<file path="src/rtl/icap_pkg.sv">
package icap_pkg;

    typedef enum logic [1:0] {
        EDGE_OFF  = 2'b00,
        EDGE_RISE = 2'b01,
        EDGE_FALL = 2'b10,
        EDGE_ANY  = 2'b11
    } edge_sel_t;

    typedef enum logic {
        ST_LOW  = 1'b0,
        ST_HIGH = 1'b1
    } chan_st_t;

    localparam int ADDR_SEL  = 0;
    localparam int ADDR_FLAG = 1;
    localparam int ADDR_MASK = 2;
    localparam int ADDR_CAP0 = 3;

endpackage

</file>
<file path="src/rtl/icap_sync.sv">
module icap_sync #(
    parameter int WIDTH = 3
) (
    input  logic             clk,
    input  logic             rst_n,
    input  logic [WIDTH-1:0] async_in,
    output logic [WIDTH-1:0] sync_out
);

    logic [WIDTH-1:0] meta_q;
    logic [WIDTH-1:0] stable_q;

    always_ff @(posedge clk or negedge rst_n) begin
        if (!rst_n) begin
            meta_q   <= '0;
            stable_q <= '0;
        end else begin
            meta_q   <= async_in;
            stable_q <= meta_q;
        end
    end

    assign sync_out = stable_q;

endmodule

</file>
<file path="src/rtl/icap_chan.sv">
module icap_chan
    import icap_pkg::*;
#(
    parameter int CNT_W = 16
) (
    input  logic             clk,
    input  logic             rst_n,
    input  logic             level,
    input  edge_sel_t        mode,
    input  logic [CNT_W-1:0] count,
    output logic             hit,
    output logic [CNT_W-1:0] stamp,
    output logic             gpio
);

    chan_st_t state_q;
    chan_st_t state_d;

    // state register
    always_ff @(posedge clk or negedge rst_n) begin
        if (!rst_n) begin
            state_q <= ST_LOW;
        end else begin
            state_q <= state_d;
        end
    end

    // next state and outputs
    always_comb begin
        state_d = state_q;
        hit     = 1'b0;
        unique case (state_q)
            ST_LOW: begin
                if (level) begin
                    state_d = ST_HIGH;
                    hit     = (mode == EDGE_RISE) || (mode == EDGE_ANY);
                end
            end
            ST_HIGH: begin
                if (!level) begin
                    state_d = ST_LOW;
                    hit     = (mode == EDGE_FALL) || (mode == EDGE_ANY);
                end
            end
        endcase
    end

    // timestamp: no reset, no software write path
    always_ff @(posedge clk) begin
        if (hit) begin
            stamp <= count;
        end
    end

    assign gpio = (mode == EDGE_OFF) ? level : 1'b0;

endmodule

</file>
<file path="src/rtl/icap_regs.sv">
module icap_regs
    import icap_pkg::*;
#(
    parameter int NUM_CH = 3,
    parameter int CNT_W  = 16,
    parameter int DATA_W = 16,
    parameter int ADDR_W = 3
) (
    input  logic                         clk,
    input  logic                         rst_n,
    input  logic                         wr_en,
    input  logic [ADDR_W-1:0]            wr_addr,
    input  logic [DATA_W-1:0]            wr_data,
    input  logic [ADDR_W-1:0]            rd_addr,
    output logic [DATA_W-1:0]            rd_data,
    input  logic [NUM_CH-1:0]            hit,
    input  logic [NUM_CH-1:0][CNT_W-1:0] stamp,
    output logic [2*NUM_CH-1:0]          sel,
    output logic [NUM_CH-1:0]            flags,
    output logic [NUM_CH-1:0]            mask,
    output logic                         irq
);

    localparam int SEL_W = 2 * NUM_CH;

    logic [NUM_CH-1:0] set_v;
    logic [NUM_CH-1:0] clr_v;

    // channel index i maps to flag bit NUM_CH-1-i
    always_comb begin
        for (int i = 0; i < NUM_CH; i++) begin
            set_v[NUM_CH-1-i] = hit[i];
        end
        clr_v = (wr_en && wr_addr == ADDR_W'(ADDR_FLAG)) ? wr_data[NUM_CH-1:0] : '0;
    end

    always_ff @(posedge clk or negedge rst_n) begin
        if (!rst_n) begin
            sel   <= '0;
            flags <= '0;
            mask  <= '0;
        end else begin
            if (wr_en && wr_addr == ADDR_W'(ADDR_SEL)) begin
                sel <= wr_data[SEL_W-1:0];
            end
            if (wr_en && wr_addr == ADDR_W'(ADDR_MASK)) begin
                mask <= wr_data[NUM_CH-1:0];
            end
            flags <= (flags & ~clr_v) | set_v;
        end
    end

    always_comb begin
        rd_data = '0;
        if (rd_addr == ADDR_W'(ADDR_SEL)) begin
            rd_data[SEL_W-1:0] = sel;
        end
        if (rd_addr == ADDR_W'(ADDR_FLAG)) begin
            rd_data[NUM_CH-1:0] = flags;
        end
        if (rd_addr == ADDR_W'(ADDR_MASK)) begin
            rd_data[NUM_CH-1:0] = mask;
        end
        for (int i = 0; i < NUM_CH; i++) begin
            if (rd_addr == ADDR_W'(ADDR_CAP0 + i)) begin
                rd_data[CNT_W-1:0] = stamp[i];
            end
        end
    end

    assign irq = |(flags & mask);

endmodule

</file>
<file path="src/rtl/icap_top.sv">
module icap_top
    import icap_pkg::*;
#(
    parameter int NUM_CH = 3,
    parameter int CNT_W  = 16,
    parameter int DATA_W = 16,
    parameter int ADDR_W = 3
) (
    input  logic              clk,
    input  logic              rst_n,
    input  logic [CNT_W-1:0]  count,
    input  logic [NUM_CH-1:0] pin_in,
    input  logic              wr_en,
    input  logic [ADDR_W-1:0] wr_addr,
    input  logic [DATA_W-1:0] wr_data,
    input  logic [ADDR_W-1:0] rd_addr,
    output logic [DATA_W-1:0] rd_data,
    output logic              irq,
    output logic [NUM_CH-1:0] gpio_out
);

    logic [NUM_CH-1:0]            level;
    logic [NUM_CH-1:0]            hit;
    logic [NUM_CH-1:0][CNT_W-1:0] stamp;
    logic [2*NUM_CH-1:0]          sel;
    logic [NUM_CH-1:0]            flags;
    logic [NUM_CH-1:0]            mask;

    icap_sync #(.WIDTH(NUM_CH)) u_sync (
        .clk      (clk),
        .rst_n    (rst_n),
        .async_in (pin_in),
        .sync_out (level)
    );

    for (genvar g = 0; g < NUM_CH; g++) begin : g_chan
        icap_chan #(.CNT_W(CNT_W)) u_chan (
            .clk   (clk),
            .rst_n (rst_n),
            .level (level[g]),
            .mode  (edge_sel_t'(sel[2*g +: 2])),
            .count (count),
            .hit   (hit[g]),
            .stamp (stamp[g]),
            .gpio  (gpio_out[g])
        );
    end

    icap_regs #(
        .NUM_CH (NUM_CH),
        .CNT_W  (CNT_W),
        .DATA_W (DATA_W),
        .ADDR_W (ADDR_W)
    ) u_regs (
        .clk     (clk),
        .rst_n   (rst_n),
        .wr_en   (wr_en),
        .wr_addr (wr_addr),
        .wr_data (wr_data),
        .rd_addr (rd_addr),
        .rd_data (rd_data),
        .hit     (hit),
        .stamp   (stamp),
        .sel     (sel),
        .flags   (flags),
        .mask    (mask),
        .irq     (irq)
    );

endmodule

</file>
<file path="config.mk">
export PLATFORM = sky130hd
export DESIGN_NAME = icap_top
export DESIGN_NICKNAME = d
export VERILOG_FILES = /design/src/rtl/icap_pkg.sv /design/src/rtl/icap_sync.sv /design/src/rtl/icap_chan.sv /design/src/rtl/icap_regs.sv /design/src/rtl/icap_top.sv
export SDC_FILE = /design/constraint.sdc
export NUM_CORES = 1
export LEC_CHECK = 0
export BUFFER_PORTS_ARGS = -buffer_cell sky130_fd_sc_hd__buf_4
export CAP_MARGIN = 15
export CORE_UTILIZATION = 50
export DETAILED_ROUTE_END_ITERATION = 6
export GPL_TIMING_DRIVEN = 1
export PLACE_DENSITY_LB_ADDON = 0.15
export SYNTH_ARGS = -nofsm -noshare
export SYNTH_HDL_FRONTEND = slang
export SYNTH_SLANG_ARGS = --single-unit
</file>
<file path="constraint.sdc">
create_clock -name clk -period 5.8 [get_ports clk]
set_clock_uncertainty 0.15 [all_clocks]
set_input_delay 1.16 -clock clk [delete_from_list [all_inputs] [get_ports clk]]
set_output_delay 1.16 -clock clk [all_outputs]
set_load 0.05 [all_outputs]
</file>
==> metrics.txt <==
area grow syn2layout 22.0%; Worst Path Required around 4.5 ns; vias 1600; I/O pins 64; # Max-Cap Violations 0; Syn Std Cell Area 2740 um^2; hold path endpoint u_sync.sync_out[0]; worst slew pin tran about 1.0 ns; Seq/Total Area, Yosys between 70% and 80%; Cells after Synth roughly 170; Yosys cell types 27; Final TNS setup 0 ns; Placed Cells 288; Syn Area/Cell ~16 um^2; clock transition at the registers of the reported paths approximately 0.060 ns; Detail Placement HPWL roughly 3.3 mm; port bufs 53; Final setup viols 0; RSZ-0062 raised after global routing false; Tcrit/Tclk final 65.7%; Worst slew margin approximately a third; area leader, netlist edfxtp_1; core area between 5000 and 6000 um^2; total global routing overflow 0; nets roughly 270; via/cell ratio about 5.3; YS warnings 0; power per cell area around 340 nW/um^2; Hold WC Path Type reg -> reg; Critical Path Fanout Max 25; r2r worst-path depth 2; routability cong. between 0.6 and 0.7; Clock power frac between 20 and 30%; most frequent cells in the layout buf_4, edfxtp_1, dfrtp_1, mux2i_1, nand2_1; row count 26; Lkg Pwr roughly 0.0013 uW; Routed Antenna Nets 0; Final Hold Viols 0; main area contributors after synthesis edfxtp_1, dfrtp_1, mux2i_1, mux2_2, o21ai_0; initial antenna violation count 0; # resized after CTS 0; busiest grt layer met2; post-synth top area share a little over half; largest net degree at the start of global routing 26; TritonCTS clock tree built; reg2reg start u_regs.sel[2]; VDD IR max ~0.19 mV; sequential share of power 54.4%; final cell count without fillers a little over 300; fmax roughly 260 MHz; clk_lat worst skew between 0.3 and 0.4 ns; clock buffer count from CTS 9; TritonRoute pass-1 iters 4; Combinational Power Share between 10% and 20%; Routed WL around 4.9 mm; n_diodes 0; initial core utilization 52.6%; CTS H-tree lvls 3; buffers inserted by post-CTS timing repair 0; die width roughly 76 um; worst hold start u_sync.meta_q[0]; Internal around 830 uW; root buf cell clkbuf_8; drt drc 0; grt met1 use 21.8%; Slew Viols, Final 0; Sw Pwr a little under 300 uW; vias in the first global route 1709; Worst Path Arrival 2.50 ns; DR WL/cell about 16 um; global-route wire length before repair 8.09 mm; Net Count, Synth 218; Setup CP Type in -> out; 1st-iter DRT viols 80; commonest non-fill, non-tap cell in the layout buf_4; synthesized flop and latch total 69; Register-to-Register Setup Slack about 4.0 ns; worst-case clock buffer depth 2; grt met2 use between 30% and 40%; die height roughly 76 um; Setup crit end kind output port; status finished clean; die area between 5000 and 6000 um^2; routing usage on met3 between 3 and 4%; total track usage between 10% and 20%; Final Critical Period between 3 and 4 ns; share of cells above drive strength 1 about 36%; clock sink count 69; hold path depth 0; hold_buf cts 0; reg2reg end g_chan[1].u_chan.stamp[10]; sw frac 26.3%; critical path startpoint category input port
[cell type report]
type                    instances  area [um^2]
clock buffers                  13          159
clock inverters                 2         8.76
multi-input cells              93          711
well taps                      70         87.6
repair buffers                 53          398
flip-flops and latches         69         1970
inverters                       3         11.3
fillers                       408         1860
[metal layers]
layer	wire length, um	vias to the layer above
met5	0	-
met4	59	0
met3	174	8
met2	2580	45
met1	2110	779
li1	-	768
[critical path, stage by stage]
cell and delay (ns):
buf_4 0.32, and3b_1 0.55, nand2_1 0.09, o21ai_0 0.12
buf_4 0.25
[state kept, by name, summed over array words and instances, names as in the netlist]
signal / flops
g_chan.u_chan.stamp: 48
g_chan.u_chan.state_q: 3
u_regs.flags: 3
u_regs.mask: 3
u_regs.sel: 6
u_sync.meta_q: 3
u_sync.sync_out: 3
[cells by family after synthesis]
group                  Yosys count  share of synthesized area [%]
and+or+nand+nor                 35                           7.72
muxes                           28                           10.7
DFF                             69                           71.8
buffers and inverters           12                           2.69
AOI/OAI and AO/OA               30                           7.12
[per-stage QoR]
stage | hold WS, ns | area (um^2) | power [uW] | worst slack (ns) | util (%)
global route | 0.212 | 3340 | 1180 | 1.85 | 64.2
detailed placement | 0.187 | 3170 | 814 | 1.97 | 61.0
CTS | 0.200 | 3340 | 1140 | 1.97 | 64.2
global placement | 0.182 | 3170 | 806 | 2.00 | 61.0
finish | 0.202 | 3340 | 1130 | 1.99 | 64.2
floorplan | 0.181 | 2740 | 746 | 1.79 | -
[worst max-delay path by stage]
stage	startpoint	end	slack (ns)	cells after the start
floorplan	rd_addr[0]	rd_data[10]	1.79	4
global placement	rd_addr[0]	rd_data[1]	2.00	4
detailed placement	rd_addr[0]	rd_data[1]	1.97	4
CTS	rd_addr[0]	rd_data[1]	1.97	4
global route	rd_addr[0]	rd_data[13]	1.85	5
finish	rd_addr[0]	rd_data[13]	1.99	5
[synthesized netlist by cell type]
master / number
mux2i_1: 18
nand2_1: 16
dfrtp_1: 21
a22oi_1: 3
o22ai_1: 4
and4bb_2: 2
inv_1: 3
nor3b_1: 3
nand2b_1: 1
edfxtp_1: 48
o21ai_0: 15
and3b_1: 1
a21oi_1: 1
buf_6: 1
a221oi_2: 1
a222oi_1: 1
or2_2: 1
a221o_1: 2
nor2_1: 4
a21o_1: 3
nand3b_1: 5
buf_4: 5
and2_1: 1
nor4b_4: 1
clkbuf_1: 1
buf_2: 2
mux2_2: 10
[power by group through the flow]
stage | registers, uW | clock network, uW | logic (uW)
2_1_floorplan | 616 | 0 | 130
3_3_place_gp | 621 | 0 | 185
3_5_place_dp | 625 | 0 | 190
4_1_cts | 615 | 336 | 190
5_1_grt | 619 | 358 | 201
6_report | 614 | 327 | 188
Note: power is estimated with default switching activity, not from simulation.
